==> config.mk <==
export PLATFORM = sky130hd
export DESIGN_NAME = fsg_timing_gen
export DESIGN_NICKNAME = d
export VERILOG_FILES = /design/src/rtl/fsg_pkg.sv /design/src/rtl/fsg_sclk_div.sv /design/src/rtl/fsg_slot_ctr.sv /design/src/rtl/fsg_req_ctl.sv /design/src/rtl/fsg_frame_out.sv /design/src/rtl/fsg_timing_gen.sv
export SDC_FILE = /design/constraint.sdc
export NUM_CORES = 1
export LEC_CHECK = 0
export BUFFER_PORTS_ARGS = -buffer_cell sky130_fd_sc_hd__buf_2
export CAP_MARGIN = 10
export CORE_MARGIN = 10
export CORE_UTILIZATION = 50
export CTS_BUF_LIST = sky130_fd_sc_hd__clkbuf_2 sky130_fd_sc_hd__clkbuf_4 sky130_fd_sc_hd__clkbuf_8
export DETAILED_ROUTE_END_ITERATION = 10
export PLACE_DENSITY = 0.69
export SKIP_LAST_GASP = 1
export SYNTH_ARGS = -nofsm -noshare
export SYNTH_HDL_FRONTEND = slang
export SYNTH_SLANG_ARGS = --single-unit
export TNS_END_PERCENT = 5
==> constraint.sdc <==
create_clock -name clk -period 3.71 [get_ports clk]
set_input_delay 0.371 -clock clk [delete_from_list [all_inputs] [get_ports clk]]
set_output_delay 0.371 -clock clk [all_outputs]
set_load 0.01 [all_outputs]
==> src/rtl/fsg_pkg.sv <==
package fsg_pkg;
  // Bits in one serial transfer, primary or secondary.
  localparam int WORD_BITS = 16;

  // Registered pin bundle leaving the frame shaper.
  typedef struct packed {
    logic fs_n;
    logic fsd_n;
    logic flag;
  } fsg_pins_t;
endpackage

==> src/rtl/fsg_sclk_div.sv <==
// Divides the fast clock into SCLK; each half-period lasts half_len cycles.
module fsg_sclk_div #(
  parameter int HW = 6
) (
  input  logic          clk,
  input  logic          rst_n,
  input  logic [HW-1:0] half_len,
  output logic          sclk,
  output logic          rise_tick,
  output logic          fall_tick
);
  logic [HW-1:0] h_q, h_d;
  logic          sclk_q, sclk_d;
  logic          at_end;

  always_comb begin
    at_end = (h_q == half_len - HW'(1));
    h_d    = at_end ? '0 : h_q + HW'(1);
    sclk_d = at_end ? ~sclk_q : sclk_q;
  end

  always_ff @(posedge clk or negedge rst_n) begin
    if (!rst_n) begin
      h_q    <= '0;
      sclk_q <= 1'b0;
    end else begin
      h_q    <= h_d;
      sclk_q <= sclk_d;
    end
  end

  // Tick strobes mark the clock edge on which SCLK is about to change.
  assign rise_tick = at_end & ~sclk_q;
  assign fall_tick = at_end &  sclk_q;
  assign sclk      = sclk_q;
endmodule

==> src/rtl/fsg_slot_ctr.sv <==
// Counts SCLK cycles within a sample period and latches the period settings
// at the SCLK rise that opens each period.
module fsg_slot_ctr #(
  parameter int N_MAX      = 32,
  parameter int BASE_SLOTS = 256,
  parameter int NW         = 5,
  parameter int HW         = 6,
  parameter int SW         = 9
) (
  input  logic          clk,
  input  logic          rst_n,
  input  logic          rise_tick,
  input  logic [NW-1:0] div_n,
  input  logic          big_in,
  output logic [SW-1:0] slot_q,
  output logic [SW-1:0] slot_d,
  output logic          big_d,
  output logic [HW-1:0] half_len,
  output logic          wrap
);
  localparam logic [SW-1:0] LAST_SMALL = SW'(BASE_SLOTS - 1);
  localparam logic [SW-1:0] LAST_BIG   = SW'(2 * BASE_SLOTS - 1);
  localparam logic [HW-1:0] HALF_RST   = HW'(N_MAX);

  logic          big_q;
  logic [HW-1:0] half_q, half_d, half_dec;
  logic [SW-1:0] last_slot;

  always_comb begin
    last_slot = big_q ? LAST_BIG : LAST_SMALL;
    wrap      = rise_tick && (slot_q == last_slot);
    half_dec  = (div_n == '0) ? HALF_RST : HW'(div_n);
    if (wrap)           slot_d = '0;
    else if (rise_tick) slot_d = slot_q + SW'(1);
    else                slot_d = slot_q;
    big_d  = wrap ? big_in   : big_q;
    half_d = wrap ? half_dec : half_q;
  end

  always_ff @(posedge clk or negedge rst_n) begin
    if (!rst_n) begin
      slot_q <= LAST_SMALL;
      big_q  <= 1'b0;
      half_q <= HALF_RST;
    end else if (rise_tick) begin
      slot_q <= slot_d;
      big_q  <= big_d;
      half_q <= half_d;
    end
  end

  assign half_len = half_q;
endmodule

==> src/rtl/fsg_req_ctl.sv <==
// Decides once per period, at the end of the primary word, whether a
// secondary transfer follows; the decision is dropped when the period wraps.
module fsg_req_ctl #(
  parameter int SW        = 9,
  parameter int WORD_BITS = 16
) (
  input  logic          clk,
  input  logic          rst_n,
  input  logic          rise_tick,
  input  logic          fall_tick,
  input  logic          wrap,
  input  logic [SW-1:0] slot_q,
  input  logic          fc_req,
  input  logic          lsb_req_en,
  input  logic          din,
  output logic          sec_d
);
  localparam logic [SW-1:0] END_SLOT = SW'(WORD_BITS - 1);

  logic lsb_q, lsb_d, lsb_en;
  logic sec_q;
  logic end_word;

  always_comb begin
    end_word = (slot_q == END_SLOT);
    lsb_en   = fall_tick && end_word;
    lsb_d    = din;
    if (wrap)                       sec_d = 1'b0;
    else if (rise_tick && end_word) sec_d = fc_req | (lsb_req_en & lsb_q);
    else                            sec_d = sec_q;
  end

  always_ff @(posedge clk or negedge rst_n) begin
    if (!rst_n) begin
      lsb_q <= 1'b0;
    end else if (lsb_en) begin
      lsb_q <= lsb_d;
    end
  end

  always_ff @(posedge clk or negedge rst_n) begin
    if (!rst_n) begin
      sec_q <= 1'b0;
    end else if (rise_tick) begin
      sec_q <= sec_d;
    end
  end
endmodule

==> src/rtl/fsg_frame_out.sv <==
// Shapes frame-sync, delayed frame-sync and the interval flag from the slot
// that the next SCLK rise enters; all pins change on that rise only.
module fsg_frame_out
  import fsg_pkg::*;
#(
  parameter int SW         = 9,
  parameter int BASE_SLOTS = 256,
  parameter int WORD_BITS  = 16
) (
  input  logic          clk,
  input  logic          rst_n,
  input  logic          rise_tick,
  input  logic [SW-1:0] slot_d,
  input  logic          big_d,
  input  logic          sec_d,
  output fsg_pins_t     pins
);
  localparam int NWIN = 2;  // window 0: primary, window 1: secondary

  logic [SW-1:0]   mid_slot;
  logic [NWIN-1:0] in_fs, in_fsd, win_on;
  fsg_pins_t       pins_q, pins_d;

  always_comb begin
    mid_slot = big_d ? SW'(BASE_SLOTS) : SW'(BASE_SLOTS / 2);
    win_on   = {sec_d, 1'b1};
  end

  for (genvar w = 0; w < NWIN; w++) begin : g_win
    logic [SW-1:0] lo;
    assign lo = (w == 0) ? '0 : mid_slot;
    assign in_fs[w]  = win_on[w] && (slot_d >= lo) &&
                       (slot_d < lo + SW'(WORD_BITS));
    assign in_fsd[w] = win_on[w] && (slot_d >= lo + SW'(WORD_BITS)) &&
                       (slot_d < lo + SW'(2 * WORD_BITS));
  end

  always_comb begin
    pins_d.fs_n  = ~(|in_fs);
    pins_d.fsd_n = ~(|in_fsd);
    pins_d.flag  = sec_d && (slot_d >= mid_slot);
  end

  always_ff @(posedge clk or negedge rst_n) begin
    if (!rst_n) begin
      pins_q <= '{fs_n: 1'b1, fsd_n: 1'b1, flag: 1'b0};
    end else if (rise_tick) begin
      pins_q <= pins_d;
    end
  end

  assign pins = pins_q;
endmodule

==> src/rtl/fsg_timing_gen.sv <==
module fsg_timing_gen
  import fsg_pkg::*;
#(
  parameter int N_MAX      = 32,
  parameter int BASE_SLOTS = 256
) (
  input  logic                     clk,
  input  logic                     rst_n,
  input  logic [$clog2(N_MAX)-1:0] div_n,
  input  logic                     big_cascade,
  input  logic                     fc_req,
  input  logic                     lsb_req_en,
  input  logic                     din,
  output logic                     sclk,
  output logic                     fs_n,
  output logic                     fsd_n,
  output logic                     sec_flag
);
  localparam int NW = $clog2(N_MAX);
  localparam int HW = NW + 1;
  localparam int SW = $clog2(2 * BASE_SLOTS);

  logic          rise_tick, fall_tick, wrap, big_d, sec_d;
  logic [HW-1:0] half_len;
  logic [SW-1:0] slot_q, slot_d;
  fsg_pins_t     pins;

  fsg_sclk_div #(.HW(HW)) u_div (
    .clk       (clk),
    .rst_n     (rst_n),
    .half_len  (half_len),
    .sclk      (sclk),
    .rise_tick (rise_tick),
    .fall_tick (fall_tick)
  );

  fsg_slot_ctr #(
    .N_MAX(N_MAX), .BASE_SLOTS(BASE_SLOTS), .NW(NW), .HW(HW), .SW(SW)
  ) u_slot (
    .clk       (clk),
    .rst_n     (rst_n),
    .rise_tick (rise_tick),
    .div_n     (div_n),
    .big_in    (big_cascade),
    .slot_q    (slot_q),
    .slot_d    (slot_d),
    .big_d     (big_d),
    .half_len  (half_len),
    .wrap      (wrap)
  );

  fsg_req_ctl #(.SW(SW), .WORD_BITS(WORD_BITS)) u_req (
    .clk        (clk),
    .rst_n      (rst_n),
    .rise_tick  (rise_tick),
    .fall_tick  (fall_tick),
    .wrap       (wrap),
    .slot_q     (slot_q),
    .fc_req     (fc_req),
    .lsb_req_en (lsb_req_en),
    .din        (din),
    .sec_d      (sec_d)
  );

  fsg_frame_out #(
    .SW(SW), .BASE_SLOTS(BASE_SLOTS), .WORD_BITS(WORD_BITS)
  ) u_out (
    .clk       (clk),
    .rst_n     (rst_n),
    .rise_tick (rise_tick),
    .slot_d    (slot_d),
    .big_d     (big_d),
    .sec_d     (sec_d),
    .pins      (pins)
  );

  assign fs_n     = pins.fs_n;
  assign fsd_n    = pins.fsd_n;
  assign sec_flag = pins.flag;
endmodule

# ---- After elaboration in Yosys (flattened, before gate mapping)
# Index checks and enable logic that the tools add are counted.
dict set report totals {
  register_bits 28
  wordCells 55
  output_inout_bits 4
  inputBits 11
}
dict set report op_classes {
  n_mux 9
  n_addsub 5
  n_bitwise 7
  magnitude_cmp 8
  n_reduce_logical 13
  n_eq_ne 3
}
# op n
set op_table {}
lappend op_table {{9-bit 2-to-1 mux} 4}
lappend op_table {{9-bit greater-or-equal comparator} 2}
lappend op_table {{9-bit < comparator} 2}
lappend op_table {{6-bit 2-to-1 mux} 2}
lappend op_table {{9-bit by 1-bit adder with 9-bit output (second input constant)} 1}
lappend op_table {{9-bit by 5-bit adder with 9-bit output (second input constant)} 1}
lappend op_table {{9-bit by 6-bit adder with 9-bit output (second input constant)} 1}
lappend op_table {{9-bit by 4-bit == test with 1-bit output (second input constant)} 1}
lappend op_table {{9-bit == test} 1}
lappend op_table {{9-bit by 1-bit greater-or-equal comparator with 1-bit output (second input constant)} 1}
lappend op_table {{9-bit by 5-bit greater-or-equal comparator with 1-bit output (second input constant)} 1}
lappend op_table {{1-bit logical AND} 9}
lappend op_table {{9-bit by 5-bit < comparator with 1-bit output (second input constant)} 1}
lappend op_table {{9-bit by 6-bit < comparator with 1-bit output (second input constant)} 1}
lappend op_table {{6-bit by 1-bit adder with 6-bit output (second input constant)} 1}
lappend op_table {{6-bit == test} 1}
lappend op_table {{6-bit by 1-bit subtractor with 6-bit output (second input constant)} 1}
lappend op_table {{5-bit zero test} 1}
lappend op_table {{2-bit OR reduction} 2}
lappend op_table {{1-bit AND} 3}
lappend op_table {{1-bit 2-to-1 mux} 3}
lappend op_table {{1-bit inverter} 3}
lappend op_table {{2-bit AND reduction} 1}
lappend op_table {{1-bit bitwise OR} 1}

# ---- Longest topological paths before layout
# Gate-level depths: netlist (run 1).
dict set report logic_depth {
  ltp_word 12
  mapped_depth 16
  ltp_nobuf 15
}

# ---- Modules after synthesis
# Synthesis (run 1) repeated with hierarchy kept, for this count alone.
dict set report unflattened {
  cells_unflattened 162
  area_unflattened_um2 1705.4
}
# mod instances seq_area_each_um2 area_per_inst_um2 cells_per_inst
set by_module_without_submodules {}
lappend by_module_without_submodules {fsg_slot_ctr 1 411.6 859.6 73}
lappend by_module_without_submodules {fsg_sclk_div 1 175.2 451.7 47}
lappend by_module_without_submodules {fsg_frame_out 1 77.6 240.2 27}
lappend by_module_without_submodules {fsg_req_ctl 1 50.0 153.9 15}

# ---- Worst setup path before layout (run 1)
# OpenSTA, ideal clock, no wires.
dict set report synth_path {
  path_kind {register to register}
  start {reg u_slot.half_q[0], in the netlist u_slot.half_len[0]}
  end {reg u_out.pins_q (netlist bit u_out.pins[2])}
  n_path_buf 1
  setup_slack_ns 0.424
  required_time_ns 3.630
  arrival_ns 3.206
  stages_incl_launch_ff 15
  cell_sequence {dfrtp_1 -> inv_1 -> ha_1 -> xnor2_1 -> nor3_1 -> o211ai_2 -> or2_1 -> clkbuf_1 -> o31ai_1 -> o21ai_0 -> inv_1 -> ha_1 -> a2111oi_0 -> a31o_2 -> a21oi_1}
}
dict set report synth_via {
  elab_chain_cells 11
}
# element line_no
set synth_rtl {}
lappend synth_rtl {{start: declaration} fsg_slot_ctr.sv:26} ;# logic [HW-1:0] half_q, half_d, half_dec;
lappend synth_rtl {{start signal: assignment} fsg_slot_ctr.sv:48} ;# half_q <= half_d;
lappend synth_rtl {{6-bit by 1-bit subtractor with 6-bit output *} fsg_sclk_div.sv:17} ;# at_end = (h_q == half_len - HW'(1));
lappend synth_rtl {{6-bit == test *} fsg_sclk_div.sv:17}
lappend synth_rtl {{1-bit AND *} fsg_sclk_div.sv:33} ;# assign rise_tick = at_end & ~sclk_q;
lappend synth_rtl {{1-bit logical AND} fsg_slot_ctr.sv:31} ;# wrap = rise_tick && (slot_q == last_slot);
lappend synth_rtl {{1-bit 2-to-1 mux} fsg_slot_ctr.sv:36} ;# big_d = wrap ? big_in : big_q;
lappend synth_rtl {{9-bit 2-to-1 mux} fsg_frame_out.sv:25} ;# mid_slot = big_d ? SW'(BASE_SLOTS) : SW'(BASE_SLOTS / 2);
lappend synth_rtl {{9-bit by 5-bit adder with 9-bit output or 9-bit greater-or-equal comparator (tied branches)} {fsg_frame_out.sv:33, fsg_frame_out.sv:32}}
lappend synth_rtl {{9-bit < comparator or 1-bit logical AND (tied branches)} {fsg_frame_out.sv:33, fsg_frame_out.sv:32}}
lappend synth_rtl {{1-bit logical AND} fsg_frame_out.sv:32} ;# assign in_fs[w] = win_on[w] && (slot_d >= lo) &&
lappend synth_rtl {{2-bit OR reduction} fsg_frame_out.sv:39} ;# pins_d.fs_n = ~(|in_fs);
lappend synth_rtl {{1-bit inverter} fsg_frame_out.sv:39}
lappend synth_rtl {{end signal: assignment} fsg_frame_out.sv:46} ;# pins_q <= '{fs_n: 1'b1, fsd_n: 1'b1, flag: 1'b0};
lappend synth_rtl {{end signal: assignment} fsg_frame_out.sv:48} ;# pins_q <= pins_d;
lappend synth_rtl {{end: declaration} fsg_frame_out.sv:22} ;# fsg_pins_t pins_q, pins_d;
# Every way passes the cells marked *; elsewhere a longest branch is shown, timed or not.
# A chain may end at the register's enable or synchronous reset.

# ---- Final worst setup path (run 1)
dict set report layout_path {
  start {reg u_slot.half_q[0], in the netlist u_slot.half_len[0]}
  end {reg u_out.pins_q (netlist bit u_out.pins[1])}
}
# element line_no
set layout_lines {}
lappend layout_lines {{6-bit by 1-bit subtractor with 6-bit output *} fsg_sclk_div.sv:17}
lappend layout_lines {{6-bit == test *} fsg_sclk_div.sv:17}
lappend layout_lines {{1-bit AND *} fsg_sclk_div.sv:33}
lappend layout_lines {{9-bit 2-to-1 mux or 1-bit logical AND (tied branches)} {fsg_slot_ctr.sv:34, fsg_slot_ctr.sv:31}}
lappend layout_lines {{9-bit 2-to-1 mux *} fsg_slot_ctr.sv:33} ;# if (wrap) slot_d = '0;
lappend layout_lines {{via slot_d[7]} fsg_timing_gen.sv:25} ;# logic [SW-1:0] slot_q, slot_d;
lappend layout_lines {{9-bit greater-or-equal comparator} fsg_frame_out.sv:34} ;# assign in_fsd[w] = win_on[w] && (slot_d >= lo + SW'(WORD_BITS)) &&
lappend layout_lines {{1-bit logical AND (2 in series)} fsg_frame_out.sv:34}
lappend layout_lines {{2-bit OR reduction *} fsg_frame_out.sv:40} ;# pins_d.fsd_n = ~(|in_fsd);
lappend layout_lines {{1-bit inverter *} fsg_frame_out.sv:40}
# The timed path passes the listed nets; every way through them passes the cells marked *.

==> results of run 1 <==
## registers in the layout, indices dropped and copies added (netlist names)
register	flops
u_req.sec_q	1
u_slot.slot_q	9
u_out.pins	3
u_div.h_q	6
u_slot.half_len	6
u_req.lsb_q	1
u_slot.big_q	1
u_div.sclk	1
## area by class of cell
class	instances	share of cell area [%]
flip-flops and latches	28	37.4
well taps	46	3.01
multi-input cells	145	51.1
clock buffers	4	1.90
inverters	9	1.77
repair buffers	17	4.84
## logic make-up after synthesis
kind of cell | count (synthesis)
AND/OR/NAND/NOR | 71
AO/OA/AOI/OAI | 44
XOR/XNOR | 17
multiplexers | 7
buffers and inverters | 15
flip-flops | 28
adder cells (fa/ha/maj) | 6
## per-stage QoR
step | std cells | util [%] | hold WS, ns | total power, uW | setup WS, ns
3_5_place_dp | 245 | 55.4 | 0.423 | 326 | -0.0186
4_1_cts | 249 | 56.5 | 0.0411 | 478 | 0.0675
5_1_grt | 249 | 56.8 | 0.0516 | 493 | -0.0278
3_3_place_gp | 245 | 55.4 | 0.410 | 325 | 0.193
2_1_floorplan | 188 | - | 0.0754 | 314 | 0.424
6_report | 249 | 56.8 | 0.0363 | 469 | 0.262
## final timing paths
kind	start	end	slack, ns	depth (start not counted)
max in group asynchronous	rst_n	u_div.h_q[3]	3.28	1
min in group clk	div_n[1]	u_slot.half_len[1]	0.26	3
max	u_slot.half_len[0]	u_out.pins[1]	0.26	14
min	rst_n	u_slot.half_len[4]	0.04	1
min reg2reg	u_slot.half_len[5]	u_slot.half_len[5]	0.51	2
max reg2reg	u_slot.half_len[0]	u_out.pins[1]	0.26	14
## power by group
group	internal, uW	total, uW	switching, uW
sequential	307	307	0.294
combinational	4.84	13.1	8.25
clock	60.0	149	89.0
## cells in the final DEF, fill, tap and decap left out, types with 2 or more instances in the layout
cell,Yosys,final
o31ai_1,2,2
ha_1,6,6
xnor2_1,11,11
o41ai_1,3,3
o21ai_0,10,10
nand2_1,18,18
a21oi_1,5,5
a31oi_1,4,4
buf_4,0,3
a21o_1,2,2
nand3_1,10,10
inv_1,9,9
dfrtp_1,17,17
o2bb2ai_1,2,2
or4_1,2,2
nor2_1,17,17
nor3_1,8,7
dfstp_2,11,11
buf_2,0,14
clkbuf_4,0,3
nor2b_1,2,2
nand4_1,2,2
o31a_1,3,3
and3_1,3,3
mux2_2,6,6
nor3_2,1,2
xor2_1,6,6
o21a_1,2,2
## metal layers
layer	track usage (%)	part of all wire, %	vias to the layer above
met4	4.12	0.96	0
li1	-	-	715
met2	18.8	43	51
met5	0	0	-
met1	18.0	50	685
met3	2.93	6.4	5
## what timing repair did
item / 4_1_cts / 5_1_grt
cloned: 0 / 0
buffers inserted: 0 / 0
endpoints found under the setup margin: 1 / 3
hold buffers: 0 / 0
gates resized for setup: 1 / 2
pin swaps: 0 / 0
==> results.tsv, run 1 <==
metric	value	unit
Storage cell area	714	sq um
Syn Std Cell Area	0.00174	sq mm
Netlist cell types	47	
CTS Root Buffer Type	clkbuf_4	
Hold Crit Class	in2async	
status	finished, final reports clean	
multi-input combinational cell area	977	sq um
fin. max-slew vios	0	
die area	0.00625	sq mm
Final ANT Viol Nets	0	
unrepaired setup endpoints after global routing	true	
CP required	3.94	ns
final WL	3760	um
I/O Buffers	14	
largest cells by area after synthesis	dfrtp_1 (24%), dfstp_2 (17%), xnor2_1 (5.5%)	
global-route wire length before repair	6600	um
Worst path top cell family by delay	compound AO/OA/AOI/OAI gates	
most common cell in the synthesized netlist	nand2_1	
sequential fraction of the synthesis area	41.0	%
clock tree buffer depth	2	
multiplexer share of the synthesized area	4.45	%
ys flop type	dfrtp_1	
post-route minimum period	3.45	ns
clk sinks	28	
CP Capture Type	flop	
diode count	0	
Core ar.	0.00336	sq mm
placed wire-length estimate	2830	um
XOR/XNOR share of the synthesized area	8.54	%
CTS H-tree lvls	1	
leakage	0.000799	uW
CP peak stage delay	0.48	ns
CTS tree	yes	
crit path cell chain	inv_1 > ha_1 > and2_4 > o21a_1 > o31a_1 > or2_1 > buf_4 > o41ai_2 > inv_1 > ha_1 > nand2_1 > nor3_1 > o2bb2ai_1 > a41oi_1	
die height	79.1	um
vias in the first global route	1401	
critical path class	reg2reg	
Clock transition at path regs	0.15	ns
Die Width	79.1	um
total number of vias	1456	
TritonCTS buffer count	3	
Adder-Cell Fraction of Synth Area	4.30	%
flop and latch count out of synthesis	28	
Yosys top cell area share	24.4	%
final worst-path cycle share	92.9	%
Synth Area in Simple Gates	19.9	%
Nets	221	
Worst-Margin Slew	0.737	ns
fraction of registers with async set/reset	100	%
num ports	15	
setup violators final	0	
Syn-to-layout area delta	9.61	%
PD cells	245	mW/mm^2
Slew HR	50.7	%
syn_area_per_cell	9.28	sq um
Post-synth top cells	nand2_1 (18), dfrtp_1 (17), nor2_1 (17)	
Worst path slowest cell	o41ai_2	
Pre-antenna DRT Iters	4	
Synth Net Count	205	
GRT overflow	0	
startpoint types	flop	
antenna violations before repair	0	
initial core utilization	51.9	%
Crit path buffers/inverters	3	
Post-Synthesis Cells	188	
fmax	290	MHz
Final Hold Fails	0	
largest net degree at the start of global routing	29	
Synth area leader	dfrtp_1	
total track usage	12.8	%
Post-synth EDFFs	0	
clock latency on the worst-skew pair	0.33	ns
DRC Markers	0	
Fill cells	327	
num rows	21	
largest family of logic cells by synthesized area	simple AND/OR/NAND/NOR gates	
DR WL/cell	15.1	um
Compound-Gate Fraction of Synth Area	18.1	%
largest fanout on the critical path	11	
gp weighted congestion	0.897	
Post-DP Area	0.00186	sq mm
setup TNS	0	ns
mean number of vias per cell	5.85	
share of cells above drive strength 1	22.7	%
CP Data Arrival Time	3.68	ns
cell area after layout	0.00191	sq mm
Starting DRT DRC Count	133	
Max Cap Viol	0	
Warnings, synthesis	0	
Clock Skews	0.00579	ns
Peak VDD IR	0.132	mV
No activity file was read; power rests on OpenSTA's default activity.
==> run 2: changes to the inputs <==
Settings changed: CORE_MARGIN 10 to not set.
==> run 2 against run 1 <==
Compared with the run above: total power decreased by 4.7%; non-clock buffer count up 1; cell area shrank 0.65%; maximum frequency up 0.46%; clock skew fell by 0.00078 ns; global-route usage is 10 points higher; die area shrank 40%; critical path depth decreased by 1; first-iteration DRC count shrank 2.3%; count of clock-buffer cells in the layout shrank 1.
==> results.tsv, run 2 (same netlist as run 1, synthesis figures left out) <==
metric	value	unit	change
# placed instances	246		+0.41%
PD cells	235	mW/mm^2	-4.1%
total number of vias	1436		-1.4%
min setup slack post-route	0.277	ns	+0.0157 ns
Syn-to-layout area delta	8.90	%	
Clock transition at path regs	0.14	ns	about the same
Worst path top cell family by delay	compound AO/OA/AOI/OAI gates		
most common cell after layout, fill and taps aside	nand2_1		
CTS H-tree lvls	1		unchanged
Storage cell area	714	sq um	unchanged
DR WL/cell	14.7	um	-3.0%
CP Data Arrival Time	3.71	ns	+0.03 ns
Pre-antenna DRT Iters	4		unchanged
TritonCTS buffer count	3		unchanged
CP required	3.98	ns	+0.04 ns
die height	61.1	um	-23%
CTS Root Buffer Type	clkbuf_4		
clk sinks	28		unchanged
crit path cell chain	inv_1 > ha_1 > and2_4 > o21a_1 > o31a_1 > nor3_1 > a21oi_1 > o21ai_0 > inv_1 > ha_1 > a2111oi_1 > o2bb2ai_1 > a21oi_1		
Fill cells	321		-1.8%
number of flip-flops in the largest register	9		unchanged
mean number of vias per cell	5.74		-1.8%
CP peak stage delay	0.48	ns	about the same
Starting DRT DRC Count	130		-2.3%
startpoint types	flop		
Final Util	56.9	%	+0.073 points
final WL	3660	um	-2.7%
hold_buf cts	0		unchanged
Die Width	61.1	um	-23%
vias in the first global route	1368		-2.4%
CP Capture Type	flop		
Final Hold Fails	0		unchanged
Worst path slowest cell	a2111oi_1		
antenna violations before repair	0		unchanged
Crit path buffers/inverters	2		-1
largest net degree at the start of global routing	29		unchanged
Top reg by flops	u_slot.slot_q		
total track usage	23.1	%	+10 points
unrepaired setup endpoints after global routing	false		
setup TNS	0	ns	unchanged
gp weighted congestion	0.894		-0.36%
DRC Markers	0		unchanged
post-route insts no fill	250		+0.40%
num ports	15		unchanged
I/O Buffers	14		unchanged
critical path class	reg2reg		
commonest non-fill, non-tap cells in the layout	nand2_1 (18), nor2_1 (17), dfrtp_1 (17)		
pre-CTS WS	0.240	ns	+0.259 ns
M2 GR Usage	33.7	%	+15 points
share of cells above drive strength 1	21.6	%	-1.1 points
initial core utilization	52.3	%	+0.41 points
placed wire-length estimate	2780	um	-1.7%
Clock Skews	0.00501	ns	-0.000775 ns
die area	0.00373	sq mm	-40%
Max Cap Viol	0		unchanged
status	finished, final reports clean		
Nets	222		+0.45%
multi-input combinational cell area	967	sq um	-1.0%
Post-CTS Setup Repair Bufs	0		unchanged
Hold Crit Class	in2async		
fmax	291	MHz	+0.46%
Core ar.	0.00334	sq mm	-0.78%
global route hottest layer	met2		
Post-CTS Resized	0		-1
Slew HR	54.4	%	+3.7 points
GRT overflow	0		unchanged
CTS tree	yes		
grt met3 use	5.04	%	+2.1 points
Worst-Margin Slew	0.682	ns	-0.0557 ns
largest fanout on the critical path	6		-5
post-route minimum period	3.43	ns	-0.0157 ns
clock latency on the worst-skew pair	0.33	ns	about the same
num rows	21		unchanged
leakage	0.000796	uW	-0.38%
setup violators final	0		unchanged
global-route wire length before repair	6380	um	-3.2%
Final ANT Viol Nets	0		unchanged
final worst-path cycle share	92.5	%	-0.42 points
fin. max-slew vios	0		unchanged
diode count	0		unchanged
grt met1 use	33.5	%	+15 points
Peak VDD IR	0.167	mV	+27%
clock tree buffer depth	2		unchanged
==> run 2: final timing paths <==
check / endpoint / startpoint / slack (ns) / cells after the start
max in group asynchronous: u_out.pins[0] / rst_n / 3.29 / 1
hold / removal: u_slot.half_len[3] / rst_n / 0.03 / 1
hold reg to reg: u_slot.half_len[5] / u_slot.half_len[5] / 0.51 / 2
setup / recovery: u_out.pins[2] / u_slot.half_len[0] / 0.28 / 13
min in group clk: u_req.lsb_q / din / 0.26 / 2
setup reg to reg: u_out.pins[2] / u_slot.half_len[0] / 0.28 / 13
==> run 2: report_power, final <==
group	total (uW)	switching [uW]	internal, uW
logic	13.1	8.26	4.84
registers	307	0.276	307
clock network	127	87.3	39.5
total	447	95.8	351
==> run 2: per-layer routing <==
layer | routed length (um) | vias up
met5 | 0 | -
met4 | 47 | 0
met3 | 172 | 6
met2 | 1650 | 39
met1 | 1790 | 676
li1 | - | 715
==> run 2: area by class of cell <==
class | instances | area share, %
multi-input cells | 145 | 50.9
flip-flops and latches | 28 | 37.6
repair buffers | 18 | 5.27
well taps | 46 | 3.03
inverters | 9 | 1.78
clock buffers | 3 | 1.19
clock inverters | 1 | 0.198
==> run 2: per-stage QoR <==
stage               instance area, sq um  power, uW  hold WS, ns
floorplan                           1740        314       0.0754
global placement                    1870        325        0.419
detailed placement                  1870        326        0.422
CTS                                 1900        453       0.0437
global route                        1900        465       0.0724
finish                              1900        447       0.0274
==> run 3: changes to the inputs <==
Settings changed: CELL_PAD_IN_SITES_DETAIL_PLACEMENT set to 1, CELL_PAD_IN_SITES_GLOBAL_PLACEMENT set to 2, CORE_UTILIZATION 50 to 35, PLACE_DENSITY 0.69 to not set, PLACE_DENSITY_LB_ADDON set to 0.1.
==> run 3 against run 2 <==
Compared with the run above: cell area increased by 4.6%; sequential power barely moved; via count grew 6.1%; hold slack better by 0.068 ns; critical path depth down 1; maximum frequency fell by 3.8%; utilization fell by 15 points; clock power rose by 94%; first-iteration DRC count fell by 28%; critical path type unchanged; largest power group unchanged.
==> results.tsv, run 3 (same netlist as run 1, synthesis figures left out) <==
metric	value	unit	change
clk sinks	28		unchanged
Fill cells	561		+75%
antenna violations before repair	0		unchanged
CP Depth	12		-1
grt met1 use	27.8	%	-5.7 points
I/O Buffers	14		unchanged
vias in the first global route	1569		+15%
Pre-antenna DRT Iters	4		unchanged
Peak VDD IR	0.194	mV	+16%
total number of vias	1523		+6.1%
final worst-path cycle share	96.2	%	+3.6 points
Worst Setup SP	u_slot.half_len[0]		
M2 GR Usage	31.0	%	-2.6 points
Hold Crit Class	in2async		
Starting DRT DRC Count	94		-28%
cell area after layout	0.00199	sq mm	+4.6%
reg2reg end	u_out.pins[2]		
min setup slack post-route	0.143	ns	-0.135 ns
DRC Markers	0		unchanged
post-route minimum period	3.57	ns	+0.135 ns
global route hottest layer	met2		
fin. max-slew vios	0		unchanged
CP most frequent cell	ha_1		
leakage	0.000845	uW	+6.1%
DR WL/cell	16.8	um	+15%
critical path class	reg2reg		
most common cell after layout, fill and taps aside	nand2_1		
Die Width	72.6	um	+19%
RR Startpoint	u_slot.half_len[0]		
crit path cell chain	inv_1 > ha_1 > and2_4 > o21a_1 > o31a_1 > buf_4 > o41ai_1 > o41ai_4 > ha_1 > a2111oi_2 > o2bb2ai_1 > a21oi_1		
CTS H-tree lvls	1		unchanged
hold_buf cts	0		unchanged
die area	0.00527	sq mm	+41%
Final ANT Viol Nets	0		unchanged
TritonCTS buffer count	3		unchanged
multi-input combinational cell area	991	sq um	+2.5%
commonest non-fill, non-tap cells in the layout	nand2_1 (18), nor2_1 (17), dfrtp_1 (17)		
clock latency on the worst-skew pair	0.28	ns	-0.05 ns
CP peak stage delay	0.72	ns	+0.24 ns
Storage cell area	714	sq um	unchanged
CTS tree	yes		
number of flip-flops in the largest register	9		unchanged
Worst path top cell family by delay	compound AO/OA/AOI/OAI gates		
largest fanout on the critical path	8		+2
gp weighted congestion	0.960		+7.4%
pre-CTS WS	0.0179	ns	-0.222 ns
setup TNS	0	ns	unchanged
CP Data Arrival Time	3.79	ns	+0.08 ns
Core ar.	0.00475	sq mm	+42%
Final Hold Fails	0		unchanged
Nets	221		-0.45%
CP Capture Type	flop		
Register-to-Register Path Depth	12		-1
total power	566	uW	+27%
mean number of vias per cell	5.64		-1.8%
unrepaired setup endpoints after global routing	true		
num rows	25		+19%
CP required	3.93	ns	-0.05 ns
diode count	0		unchanged
fmax	280	MHz	-3.8%
Clock Skews	0.00243	ns	-0.00258 ns
num ports	15		unchanged
Top reg by flops	u_slot.slot_q		
die height	72.6	um	+19%
PD cells	285	mW/mm^2	+21%
flop2flop setup slack	0.14	ns	-0.13 ns
Slew HR	50.2	%	-4.2 points
Syn-to-layout area delta	13.9	%	
end of the critical path	u_out.pins[2]		
clock tree buffer depth	2		unchanged
Final Util	41.8	%	-15 points
setup violators final	0		unchanged
global-route wire length before repair	7940	um	+24%
total track usage	19.7	%	-3.4 points
CTS Root Buffer Type	clkbuf_8		
status	finished, final reports clean		
grt met3 use	2.49	%	-2.6 points
largest net degree at the start of global routing	29		unchanged
startpoint types	flop		
GRT overflow	0		unchanged
share of cells above drive strength 1	23.2	%	+1.6 points
Max Cap Viol	0		unchanged
Worst-Margin Slew	0.738	ns	+0.0558 ns
Post-DP Area	0.00189	sq mm	+1.0%
initial core utilization	36.7	%	-16 points
Clock transition at path regs	0.10	ns	-0.04 ns
Worst path slowest cell	o41ai_1		
Crit path buffers/inverters	2		unchanged
placed wire-length estimate	3400	um	+22%
final WL	4550	um	+24%
[run 3: routing by layer]
metal | vias to the layer above | routed length (um) | share of wire (%)
met1 | 769 | 2300 | 51
met2 | 35 | 2030 | 45
met3 | 6 | 153 | 3.4
li1 | 713 | - | -
met4 | 0 | 60 | 1.3
met5 | - | 0 | 0
[run 3: worst min path at each step]
stage                               to  slack (ns)  depth (start not counted)
floorplan                 u_div.h_q[0]        0.08                          0
global placement    u_slot.half_len[3]        0.42                          1
finish              u_slot.half_len[4]         0.1                          1
CTS                 u_slot.half_len[4]        0.12                          1
global route        u_slot.half_len[3]        0.13                          1
detailed placement  u_slot.half_len[3]        0.43                          1
[run 3: area by class of cell]
class | instances | share of cell area (%)
repair buffers | 17 | 4.66
well taps | 67 | 4.22
clock inverters | 1 | 1.51
inverters | 9 | 1.70
flip-flops and latches | 28 | 36.0
clock buffers | 3 | 2.08
multi-input cells | 145 | 49.9
[run 3: per-stage QoR]
step           hold slack (ns)  std cells
4_1_cts                  0.119        270
2_1_floorplan           0.0754        188
5_1_grt                  0.129        270
3_3_place_gp             0.422        266
6_report                0.0955        270
3_5_place_dp             0.433        266
[run 3: timing repair]
item / 4_1_cts / 5_1_grt
setup buffers: 0 / 0
endpoints found under the hold margin: 0 / 0
pin swaps: 0 / 0
setup endpoints to repair: 1 / 3
gates resized for setup: 1 / 4
[run 3: report_power, final]
group	internal [uW]	switching, uW
Combinational	4.85	8.63
Clock	145	101
Sequential	306	0.275
[run 3: worst reg2reg max path: stages (launching register included)]
cell and delay (ns):
dfrtp_1 0.42, inv_1 0.08, ha_1 0.21, and2_4 0.16, o21a_1 0.17, o31a_1 0.30, buf_4 0.20, o41ai_1 0.72
o41ai_4 0.25, ha_1 0.30, a2111oi_2 0.44, o2bb2ai_1 0.17, a21oi_1 0.08
